<file path="src/rtl/pwmt_pkg.sv">
`timescale 1ns/1ps
package pwmt_pkg;

   // Control word, bit 0 at the bottom (positions decoded by software)
   typedef struct packed {
      logic toggle;   // bit 3
      logic irq_mask; // bit 2
      logic user;     // bit 1
      logic en;       // bit 0
   } ctrl_t;

   typedef enum logic [2:0] {
      SEL_LOAD_LO = 3'd0,
      SEL_COUNT   = 3'd1,
      SEL_CTRL    = 3'd2,
      SEL_ACK     = 3'd3,
      SEL_STATUS  = 3'd4,
      SEL_LOAD_HI = 3'd5,
      SEL_NONE    = 3'd7
   } reg_sel_e;

   localparam int unsigned CTRL_W = 4;

   function automatic reg_sel_e decode_offset(input logic [31:0] off);
      reg_sel_e s;
      if (off[1:0] != 2'b00) begin
         s = SEL_NONE;
      end else begin
         case (off)
            32'h00:  s = SEL_LOAD_LO;
            32'h04:  s = SEL_COUNT;
            32'h08:  s = SEL_CTRL;
            32'h0C:  s = SEL_ACK;
            32'h10:  s = SEL_STATUS;
            32'h14:  s = SEL_LOAD_HI;
            default: s = SEL_NONE;
         endcase
      end
      return s;
   endfunction

endpackage

</file>
<file path="src/rtl/pwmt_regs.sv">
`timescale 1ns/1ps
module pwmt_regs
   import pwmt_pkg::*;
#(
   parameter int unsigned CNT_W  = 32,
   parameter int unsigned DATA_W = 32,
   parameter int unsigned ADDR_W = 5
) (
   input  logic              clk,
   input  logic              rst_n,
   input  logic              wr_en,
   input  logic              rd_en,
   input  logic [ADDR_W-1:0] addr,
   input  logic [DATA_W-1:0] wdata,
   input  logic [CNT_W-1:0]  cnt_val,
   input  logic              status,
   output logic [CNT_W-1:0]  load_lo,
   output logic [CNT_W-1:0]  load_hi,
   output ctrl_t             ctrl,
   output logic              start,
   output logic              wr_lo,
   output logic              wr_hi,
   output logic [CNT_W-1:0]  wval,
   output logic              ack_rd,
   output logic [DATA_W-1:0] rdata
);

   localparam int unsigned PAD_W = DATA_W - CNT_W;

   logic [31:0]       addr_ext;
   reg_sel_e          sel;
   logic [DATA_W-1:0] lo_ext, hi_ext, cnt_ext, ctrl_ext, stat_ext;
   logic              unused_wbits;

   assign addr_ext = 32'(addr);
   assign sel      = decode_offset(addr_ext);
   assign wval     = wdata[CNT_W-1:0];

   assign wr_lo  = wr_en && (sel == SEL_LOAD_LO);
   assign wr_hi  = wr_en && (sel == SEL_LOAD_HI);
   assign start  = wr_en && (sel == SEL_CTRL) && wdata[0] && !ctrl.en;
   assign ack_rd = rd_en && (sel == SEL_ACK);

   always_ff @(posedge clk or negedge rst_n) begin
      if (!rst_n) begin
         load_lo <= '0;
         load_hi <= '0;
         ctrl    <= '0;
      end else begin
         if (wr_lo) load_lo <= wval;
         if (wr_hi) load_hi <= wval;
         if (wr_en && (sel == SEL_CTRL)) ctrl <= ctrl_t'(wdata[CTRL_W-1:0]);
      end
   end

   // Zero extension to the bus width, chosen by the width difference
   generate
      if (PAD_W > 0) begin : g_pad
         assign lo_ext  = {{PAD_W{1'b0}}, load_lo};
         assign hi_ext  = {{PAD_W{1'b0}}, load_hi};
         assign cnt_ext = {{PAD_W{1'b0}}, cnt_val};
         assign unused_wbits = ^wdata[DATA_W-1:CNT_W];
      end else begin : g_nopad
         assign lo_ext  = load_lo;
         assign hi_ext  = load_hi;
         assign cnt_ext = cnt_val;
         assign unused_wbits = 1'b0;
      end
   endgenerate

   assign ctrl_ext = DATA_W'(ctrl);
   assign stat_ext = DATA_W'(status);

   always_comb begin
      case (sel)
         SEL_LOAD_LO: rdata = lo_ext;
         SEL_LOAD_HI: rdata = hi_ext;
         SEL_COUNT:   rdata = cnt_ext;
         SEL_CTRL:    rdata = ctrl_ext;
         SEL_ACK:     rdata = stat_ext;
         SEL_STATUS:  rdata = stat_ext;
         default:     rdata = '0;
      endcase
   end

   // A start pulse leaves the channel enabled on the next cycle
   assert_start_enables_R3: assert property (@(posedge clk) disable iff (!rst_n)
      start |=> ctrl.en);

endmodule

</file>
<file path="src/rtl/pwmt_counter.sv">
`timescale 1ns/1ps
module pwmt_counter #(
   parameter int unsigned CNT_W = 32
) (
   input  logic             clk,
   input  logic             rst_n,
   input  logic             run,
   input  logic             user,
   input  logic             toggle,
   input  logic             start,
   input  logic             wr_lo,
   input  logic             wr_hi,
   input  logic [CNT_W-1:0] wval,
   input  logic [CNT_W-1:0] load_lo,
   input  logic [CNT_W-1:0] load_hi,
   output logic [CNT_W-1:0] cnt_q,
   output logic             phase_q,
   output logic             expire
);

   localparam logic [CNT_W-1:0] WRAP_VAL = {CNT_W{1'b1}};

   logic             at_zero, wr_any, toggling;
   logic [CNT_W-1:0] lo_eff, hi_eff, phase_reload;

   assign at_zero  = (cnt_q == '0);
   assign wr_any   = wr_lo || wr_hi;
   assign toggling = user && toggle;
   assign expire   = run && at_zero;

   // Reload values seen by a write in flight (new value takes effect)
   assign lo_eff = wr_lo ? wval : load_lo;
   assign hi_eff = wr_hi ? wval : load_hi;
   assign phase_reload = (toggling && phase_q) ? hi_eff : lo_eff;

   always_ff @(posedge clk or negedge rst_n) begin
      if (!rst_n) begin
         cnt_q   <= '0;
         phase_q <= 1'b0;
      end else if (start) begin
         cnt_q   <= load_lo;
         phase_q <= 1'b0;
      end else if (run) begin
         if (wr_any) begin
            cnt_q <= phase_reload;
         end else if (at_zero) begin
            if (!user) begin
               cnt_q <= WRAP_VAL;
            end else if (toggle) begin
               phase_q <= !phase_q;
               cnt_q   <= phase_q ? load_lo : load_hi;
            end else begin
               cnt_q <= load_lo;
            end
         end else begin
            cnt_q <= cnt_q - 1'b1;
         end
      end
   end

   assert_hold_when_off_R8: assert property (@(posedge clk) disable iff (!rst_n)
      (!run && !start) |=> $stable(cnt_q));

   assert_start_load_R3: assert property (@(posedge clk) disable iff (!rst_n)
      start |=> (cnt_q == $past(load_lo) && !phase_q));

   assert_free_wrap_R6: assert property (@(posedge clk) disable iff (!rst_n)
      (run && !user && at_zero && !wr_any) |=> (cnt_q == WRAP_VAL));

   assert_user_reload_R5: assert property (@(posedge clk) disable iff (!rst_n)
      (run && user && !toggle && at_zero && !wr_any) |=> (cnt_q == $past(load_lo)));

   assert_phase_flip_R4: assert property (@(posedge clk) disable iff (!rst_n)
      (run && toggling && at_zero && !wr_any) |=> (phase_q != $past(phase_q)));

   assert_running_write_R7: assert property (@(posedge clk) disable iff (!rst_n)
      (run && wr_lo && !(toggling && phase_q)) |=> (cnt_q == $past(wval)));

endmodule

</file>
<file path="src/rtl/pwmt_irq.sv">
`timescale 1ns/1ps
module pwmt_irq (
   input  logic clk,
   input  logic rst_n,
   input  logic expire,
   input  logic irq_mask,
   input  logic ack_rd,
   output logic status
);

   logic set_evt;
   assign set_evt = expire && !irq_mask;

   always_ff @(posedge clk or negedge rst_n) begin
      if (!rst_n)       status <= 1'b0;
      else if (set_evt) status <= 1'b1;
      else if (ack_rd)  status <= 1'b0;
   end

   assert_flag_set_R9: assert property (@(posedge clk) disable iff (!rst_n)
      (expire && !irq_mask) |=> status);

   assert_ack_clears_R10: assert property (@(posedge clk) disable iff (!rst_n)
      (ack_rd && !(expire && !irq_mask)) |=> !status);

   assert_masked_quiet_R9: assert property (@(posedge clk) disable iff (!rst_n)
      (!status && (!expire || irq_mask)) |=> !status);

endmodule

</file>
<file path="src/rtl/pwmt_channel.sv">
`timescale 1ns/1ps
module pwmt_channel
   import pwmt_pkg::*;
#(
   parameter int unsigned CNT_W  = 32,
   parameter int unsigned DATA_W = 32,
   parameter int unsigned ADDR_W = 5
) (
   input  logic              clk,
   input  logic              rst_n,
   input  logic              wr_en,
   input  logic              rd_en,
   input  logic [ADDR_W-1:0] addr,
   input  logic [DATA_W-1:0] wdata,
   output logic [DATA_W-1:0] rdata,
   output logic              pwm_out,
   output logic              irq
);

   generate
      if (CNT_W < 2 || CNT_W > DATA_W) begin : g_bad_cnt_w
         $error("pwmt_channel: CNT_W must lie in 2..DATA_W");
      end
      if (DATA_W < CTRL_W) begin : g_bad_data_w
         $error("pwmt_channel: DATA_W narrower than the control word");
      end
      if (ADDR_W < 5 || ADDR_W > 32) begin : g_bad_addr_w
         $error("pwmt_channel: ADDR_W must lie in 5..32");
      end
   endgenerate

   ctrl_t            ctrl;
   logic [CNT_W-1:0] load_lo, load_hi, wval, cnt_q;
   logic             start, wr_lo, wr_hi, ack_rd;
   logic             phase_q, expire, status;

   pwmt_regs #(
      .CNT_W (CNT_W),
      .DATA_W(DATA_W),
      .ADDR_W(ADDR_W)
   ) regs_i (
      .clk    (clk),
      .rst_n  (rst_n),
      .wr_en  (wr_en),
      .rd_en  (rd_en),
      .addr   (addr),
      .wdata  (wdata),
      .cnt_val(cnt_q),
      .status (status),
      .load_lo(load_lo),
      .load_hi(load_hi),
      .ctrl   (ctrl),
      .start  (start),
      .wr_lo  (wr_lo),
      .wr_hi  (wr_hi),
      .wval   (wval),
      .ack_rd (ack_rd),
      .rdata  (rdata)
   );

   pwmt_counter #(
      .CNT_W(CNT_W)
   ) cnt_i (
      .clk    (clk),
      .rst_n  (rst_n),
      .run    (ctrl.en),
      .user   (ctrl.user),
      .toggle (ctrl.toggle),
      .start  (start),
      .wr_lo  (wr_lo),
      .wr_hi  (wr_hi),
      .wval   (wval),
      .load_lo(load_lo),
      .load_hi(load_hi),
      .cnt_q  (cnt_q),
      .phase_q(phase_q),
      .expire (expire)
   );

   pwmt_irq irq_i (
      .clk     (clk),
      .rst_n   (rst_n),
      .expire  (expire),
      .irq_mask(ctrl.irq_mask),
      .ack_rd  (ack_rd),
      .status  (status)
   );

   assign pwm_out = ctrl.en && ctrl.user && ctrl.toggle && phase_q;
   assign irq     = status;

   assert_start_low_R3: assert property (@(posedge clk) disable iff (!rst_n)
      start |=> !pwm_out);

   assert_free_no_toggle_R6: assert property (@(posedge clk) disable iff (!rst_n)
      (ctrl.en && !ctrl.user) |-> !pwm_out);

endmodule

</file>
<file path="config.mk">
export PLATFORM = sky130hd
export DESIGN_NAME = pwmt_channel
export DESIGN_NICKNAME = d
export VERILOG_FILES = /design/src/rtl/pwmt_pkg.sv /design/src/rtl/pwmt_regs.sv /design/src/rtl/pwmt_counter.sv /design/src/rtl/pwmt_irq.sv /design/src/rtl/pwmt_channel.sv
export SDC_FILE = /design/constraint.sdc
export NUM_CORES = 1
export LEC_CHECK = 0
export BUFFER_PORTS_ARGS = -buffer_cell sky130_fd_sc_hd__buf_4
export CAP_MARGIN = 20
export CORE_MARGIN = 4
export CORE_UTILIZATION = 55
export DETAILED_ROUTE_END_ITERATION = 10
export HOLD_SLACK_MARGIN = 0.1
export PLACE_DENSITY_LB_ADDON = 0.15
export SYNTH_ARGS = -nofsm -noshare
export SYNTH_HDL_FRONTEND = slang
export SYNTH_HIERARCHICAL = 1
export SYNTH_SLANG_ARGS = --single-unit
</file>
<file path="constraint.sdc">
create_clock -name clk -period 3.7 [get_ports clk]
set_clock_uncertainty 0.05 [all_clocks]
set_input_delay 0.185 -clock clk [delete_from_list [all_inputs] [get_ports clk]]
set_output_delay 0.185 -clock clk [all_outputs]
set_load 0.05 [all_outputs]
</file>
==> metrics, run 1 <==
clk sinks 102; root buffer selected by CTS clkbuf_16; Hold Buf Count CTS 34; cts bufs inserted 9; R2R setup slack 0.68 ns; synth warn 6; Crit Path Max Fanout 15; Top-Level Pins 75; RD Place Congestion 0.944; Final setup viols 0; height of the die around 130 um; Syn Std Cell Area 7940 um2; largest net degree at the start of global routing 72; outcome finished clean; vias in the first global route 7839; HPWL Detailed 16300 um; VDD IR max 0.000309 V; Post-Place Worst Slack 0.735 ns; dpl cell area 8270 um2; EDFF count, synth 0; first-pass GRT wire length between 40000 and 50000 um; TritonCTS clock tree done; Leak 3.81 nW; critical path capture point type flip-flop; final hold violations 0; Max-slew headroom 0.312; Synth Flop Type dfrtp_1; ANT cells 0; Yosys reg bits 102; share of the yosys chip area belonging to registers 0.322; CTS resizes 0; iteration count of the initial detailed-routing pass 6; fmax 0.332 GHz; H-tree levels 3; RSZ-0062 raised after global routing no; Initial Utilization 0.567; crit path time final 3.02 ns; critical path launch point cnt_i/cnt_q[8]; HP Class primary input to flip-flop; placed cell count between 1000 and 1500; final worst-path cycle share 0.815; Critical Path RT between 3 and 4 ns; DR iter-0 viols 884; initial antenna violation count 1; die footprint roughly 16000 um2; max_cap viols 0; synth top area cells dfrtp_1, mux2_2, nand2_1, and3_1, o21ai_0; Die W 128 um; Nets between 1000 and 1500; worst slew pin tran 1.03 ns; reg2reg start cnt_i/cnt_q[8]; syn nets ~980; ys async rst share 1.00; Max Transition Viols Final 0; vias 7900; final worst setup slack between 0.6 and 0.7 ns; Yosys top cell by area dfrtp_1; Layout area overhead 12.8%; design area 8950 um2; final std cells w/o fill 1158; top cell type's share of synthesized area 0.322; routed wire length 25600 um; share of layout cells above drive strength 1 0.219; Post-CTS Setup Inserts 0; Rows between 40 and 50; type of element launching the critical path flip-flop; # port buffers 74; WP data arrival 3.21 ns; DR WL/cell roughly 22 um; GRT Util Overall 0.313; post-synthesis cell type count 72; Vias/cell slightly below 7; Routed Antenna Nets 0; # DRC 0; GR Overflow Total 0; Hold Crit Start addr[4]; Syn Inst Count 939; clock buffer depth 2; Post-Synthesis Mean Instance Area 8.45 um2; kind of critical path flip-flop to flip-flop; clock slew at reported path FFs roughly 0.070 ns; Setup TNS 0 ns; Skew-Pair Late Insertion Delay 0.36 ns; power per cell area ~450 nW/um2; Core Footprint 14000 um2
==> critical path, cell delays in order (launching register included) <==
cell      delay [ns]
dfrtp_1         0.43
or4_4           0.56
or4_1           0.82
nor2_1          0.32
and4bb_2        0.33
a31oi_1         0.10
a221o_1         0.29
==> final timing paths <==
path / cells past startpoint / endpoint
min in group asynchronous: 2 / regs_i/load_lo[23]
max: 6 / cnt_i/cnt_q[26]
min reg2reg: 1 / irq_i/status
max reg2reg: 6 / cnt_i/cnt_q[26]
max in group asynchronous: 3 / regs_i/load_hi[17]
min: 4 / irq_i/status
==> cell usage after synthesis (10+ instances only) <==
cell,count
a21oi_1,47
a221o_1,31
a31oi_1,17
and3_1,56
buf_4,34
buf_6,11
clkbuf_1,54
dfrtp_1,102
inv_1,11
mux2_2,54
nand2_1,118
nand3_1,47
nand4_1,26
nor2_1,49
nor3_1,28
o211ai_1,14
o21ai_0,66
o221ai_1,10
or3_1,16
xor2_1,16
==> cell families (layout without fill, tap and decap cells) <==
logic type,Yosys count,in the layout,synth area share
AOI/OAI and AO/OA,228,228,0.197
xor gates and xnor gates,21,21,0.0232
adders and majority gates,2,2,0.00315
buffers and inverters,126,165,0.0937
DFF,102,102,0.322
muxes,72,72,0.106
and+or+nand+nor,388,388,0.255
==> sequential cells by signal (all words and copies together), names as in the netlist <==
register / count
cnt_i/phase_q: 1
regs_i/load_lo: 32
regs_i/load_hi: 32
cnt_i/cnt_q: 32
regs_i/ctrl: 4
irq_i/status: 1
==> metrics by stage <==
step | hold WS (ns) | util | power (mW)
3_3_place_gp | 0.344 | 0.591 | 2.86
3_5_place_dp | 0.346 | 0.591 | 2.91
2_1_floorplan | -0.161 | - | 2.52
6_report | 0.345 | 0.640 | 4.05
4_1_cts | 0.334 | 0.640 | 4.03
5_1_grt | 0.369 | 0.640 | 4.25
==> final cells by class <==
cell class	count	area, um2
Clock inverter	5	81.3
Timing Repair Buffer	137	1130
Multi-Input combinational cell	711	4660
Sequential cell	102	2550
Inverter	12	45.0
Clock buffer	11	253
Tap cell	180	225
Fill cell	1187	5040
==> routing by layer <==
metal  wire [um]  track usage
met4         931        0.160
met3        2260       0.0646
met5          10            0
met2       12300        0.513
met1       10100        0.390
==> cell usage in the layout, fill, tap and decap left out, types with 3 or more instances in the layout <==
cell type / instances
a211oi_1: 3
a21oi_1: 47
a221o_1: 31
a221oi_1: 6
a22o_1: 4
a31oi_1: 17
a32oi_1: 3
and2_1: 3
and3_1: 53
and3_2: 3
buf_4: 102
clkbuf_16: 9
dfrtp_1: 102
dlygate4sd3_1: 34
inv_1: 11
mux2_1: 8
mux2_2: 54
mux2_4: 9
nand2_1: 118
nand3_1: 46
nand4_1: 26
nor2_1: 48
nor2b_1: 3
nor3_1: 28
nor4_1: 8
o211ai_1: 14
o21ai_0: 66
o21ai_1: 5
o221ai_1: 10
o31ai_1: 3
or2_2: 4
or3_1: 16
or4_1: 3
or4_4: 3
xnor2_1: 5
xor2_1: 16
==> where the power goes <==
group / internal, mW / leakage [nW] / switching (mW)
sequential: 1.38 / 1.25 / 0.399
combinational: 0.557 / 2.40 / 0.626
clock: 0.631 / 0.162 / 0.458
(Power assumes the default switching activity.)
==> inputs of run 2 (changes only) <==
clock period = 2.8 ns   (was 3.7 ns; I/O delays follow)
==> run 2 against run 1 <==
First-iteration DRC count decreased by 1.6%; total power increased by 30%; clock-buffer cell count decreased by 1; via count increased by 1.9%; sequential share of layout area decreased by 1.0 points; die area unchanged; non-clock buffer count increased by 38; hold slack got worse by 0.032 ns; cell count increased by 3.2%; largest power group unchanged.
==> metrics, run 2 (synthesis results as in run 1) <==
Nets 1054 (+3.7%); most frequent cells in the layout buf_4, nand2_1, dfrtp_1, o21ai_0, mux2_2; design area 9270 um2 (+3.6%); DR WL/cell 21.4 um (-3.3%); outcome finished clean; Top-Level Pins 75 (unchanged); Layout area overhead 16.8%; share of layout cells above drive strength 1 0.257 (+0.0383); clock slew at reported path FFs 0.07 ns (about the same); critical path capture point type flip-flop; final worst setup slack 0.0139 ns (-0.670 ns); Rows 43 (unchanged); cells along the critical path inv_2 > ha_4 > or4b_4 > or4_4 > or3_4 > buf_6 > a311o_1 > a21oi_1; kind of critical path flip-flop to flip-flop; iteration count of the initial detailed-routing pass 6 (unchanged); final hold violations 0 (unchanged); power per cell area 569 nW/um2 (+26%); HP Class primary input to flip-flop; hold worst-path end regs_i/ctrl[2]; Initial Utilization 0.567 (unchanged); GRT Util Overall 0.311 (-0.00211); VDD IR max 0.000491 V (+59%); TritonCTS clock tree done; cts bufs inserted 9 (unchanged); WP data arrival 3.02 ns (-0.19 ns); # port buffers 74 (unchanged); GR Overflow Total 0 (unchanged); RSZ-0062 raised after global routing yes; max_cap viols 0 (unchanged); Core Footprint 14000 um2 (unchanged); Critical Path RT 3.03 ns (-0.86 ns); hold depth 4 (unchanged); clock buffer depth 2 (unchanged); Largest regs cnt_i/cnt_q: 32 flops, regs_i/load_hi: 32 flops, regs_i/load_lo: 32 flops; sw power 1.99 mW (+34%); Reg2Reg Depth 8 (+2); initial antenna violation count 0 (-1); vias in the first global route 7955 (+1.5%); DR iter-0 viols 870 (-1.6%); Max Transition Viols Final 0 (unchanged); largest net degree at the start of global routing 53 (-26%); Sw Share 0.377 (+0.0106); Final setup viols 0 (unchanged); clk sinks 102 (unchanged); CP top delay family simple AND/OR/NAND/NOR gates; reg2reg start cnt_i/cnt_q[1]; Hold Crit Start wr_en; Post-Place Worst Slack 0.0668 ns (-0.668 ns); ANT cells 0 (unchanged); filler cell count 1208 (+1.8%); Vias/cell 6.74 (-1.2%); # DRC 0 (unchanged); height of the die 128 um (unchanged); critical path launch point cnt_i/cnt_q[1]; slowest CP cell or4_4; most common cell after layout, fill and taps aside buf_4; Comb pwr share 0.337 (+0.045); dpl cell area 8570 um2 (+3.5%); Routed Antenna Nets 0 (unchanged); worst slew pin tran 0.853 ns (-0.179 ns); CP max stage delay 0.58 ns (-0.24 ns); crit path time final 2.79 ns (-0.230 ns); Max-slew headroom 0.429 (+0.117); H-tree levels 3 (unchanged); routed wire length 25500 um (-0.26%); die footprint 16400 um2 (unchanged); Leak 3.97 nW (+4.3%); Crit Path Max Fanout 6 (-9); type of element launching the critical path flip-flop; vias 8054 (+1.9%); fmax 0.359 GHz (+8.3%); root buffer selected by CTS clkbuf_16; Clock power frac 0.230 (-0.039); final worst-path cycle share 0.995 (+0.180); RD Place Congestion 0.938 (-0.57%); R2R setup slack 0.01 ns (-0.67 ns); HPWL Detailed 16700 um (+2.2%); Skew-Pair Late Insertion Delay 0.35 ns (about the same); Die W 128 um (unchanged); Reg power frac 0.434 (-0.005); crit path buf inv count 2 (+2); cell-internal power 3.28 mW (+28%); first-pass GRT wire length 41100 um (-0.42%); Worst R2R End cnt_i/cnt_q[3]; final core utilization 0.663 (+0.0232)
-- run 2: cell count changes in the layout (fill, tap and decap cells not counted), sizes merged --
| cell | change |
|---|---|
| bufinv | -2 |
| clkbuf | -1 |
| buf | +38 |
| clkinvlp | +2 |
-- run 2: how the worst max path moves through the flow --
| stage | cells after the start | to | slack [ns] |
|---|---|---|---|
| finish | 8 | cnt_i/cnt_q[3] | 0.01 |
| global route | 8 | cnt_i/cnt_q[3] | -0.05 |
| CTS | 8 | cnt_i/cnt_q[6] | 0.05 |
| detailed placement | 8 | cnt_i/cnt_q[3] | 0.07 |
| global placement | 6 | cnt_i/cnt_q[22] | 0.12 |
| floorplan | 9 | cnt_i/cnt_q[3] | 0.15 |
-- run 2: metrics by stage --
| step | hold WS [ns] | TNS [ns] | power [mW] | std cells |
|---|---|---|---|---|
| final | 0.312 | 0 | 5.27 | 1195 |
| after global routing | 0.318 | -0.113 | 5.57 | 1195 |
| after CTS | 0.290 | 0 | 5.22 | 1191 |
| after detailed placement | 0.184 | 0 | 3.97 | 1142 |
| after global placement | 0.174 | 0 | 3.90 | 1142 |
| after floorplan | -0.206 | 0 | 3.32 | 939 |
-- run 2: tightest hold or removal path, delay by kind of cell --
| family | cells | cell delay, ns |
|---|---|---|
| AND/OR/NAND/NOR | 1 | 0.11 |
| multiplexers | 1 | 0.15 |
| buffers and inverters | 2 | 0.29 |
-- run 2: final cells by class --
| cell class | count | area (um2) | share of cell area |
|---|---|---|---|
| sequential | 102 | 2550 | 0.275 |
| multi-input combinational | 711 | 4720 | 0.509 |
| tap | 180 | 225 | 0.0243 |
| inverter | 12 | 45.0 | 0.00486 |
| clock buffer | 10 | 239 | 0.0258 |
| timing repair buffer | 175 | 1460 | 0.157 |
| clock inverter | 5 | 36.3 | 0.00391 |
-- run 2: layer usage --
| layer | up-vias | GRT usage | routed length [um] |
|---|---|---|---|
| met5 | - | 0 | 0 |
| met4 | 0 | 0.160 | 1030 |
| met3 | 93 | 0.0592 | 1970 |
| met2 | 435 | 0.502 | 12200 |
| met1 | 3931 | 0.396 | 10300 |
| li1 | 3595 | - | - |
-- run 2: timing repair --
action | 4_1_cts | 5_1_grt
resized for setup | 0 | 18
hold buffers | 34 | 0
buffers inserted | 0 | 4
endpoints found under the hold margin | 120 | 0
endpoints found under the setup margin | 0 | 14
-- run 2: power groups by stage --
| stage | combinational, mW | clock [mW] | sequential [mW] |
|---|---|---|---|
| 2_1_floorplan | 1.15 | 0 | 2.17 |
| 3_3_place_gp | 1.64 | 0 | 2.26 |
| 3_5_place_dp | 1.68 | 0 | 2.28 |
| 4_1_cts | 1.73 | 1.23 | 2.26 |
| 5_1_grt | 1.93 | 1.30 | 2.33 |
| 6_report | 1.78 | 1.21 | 2.29 |
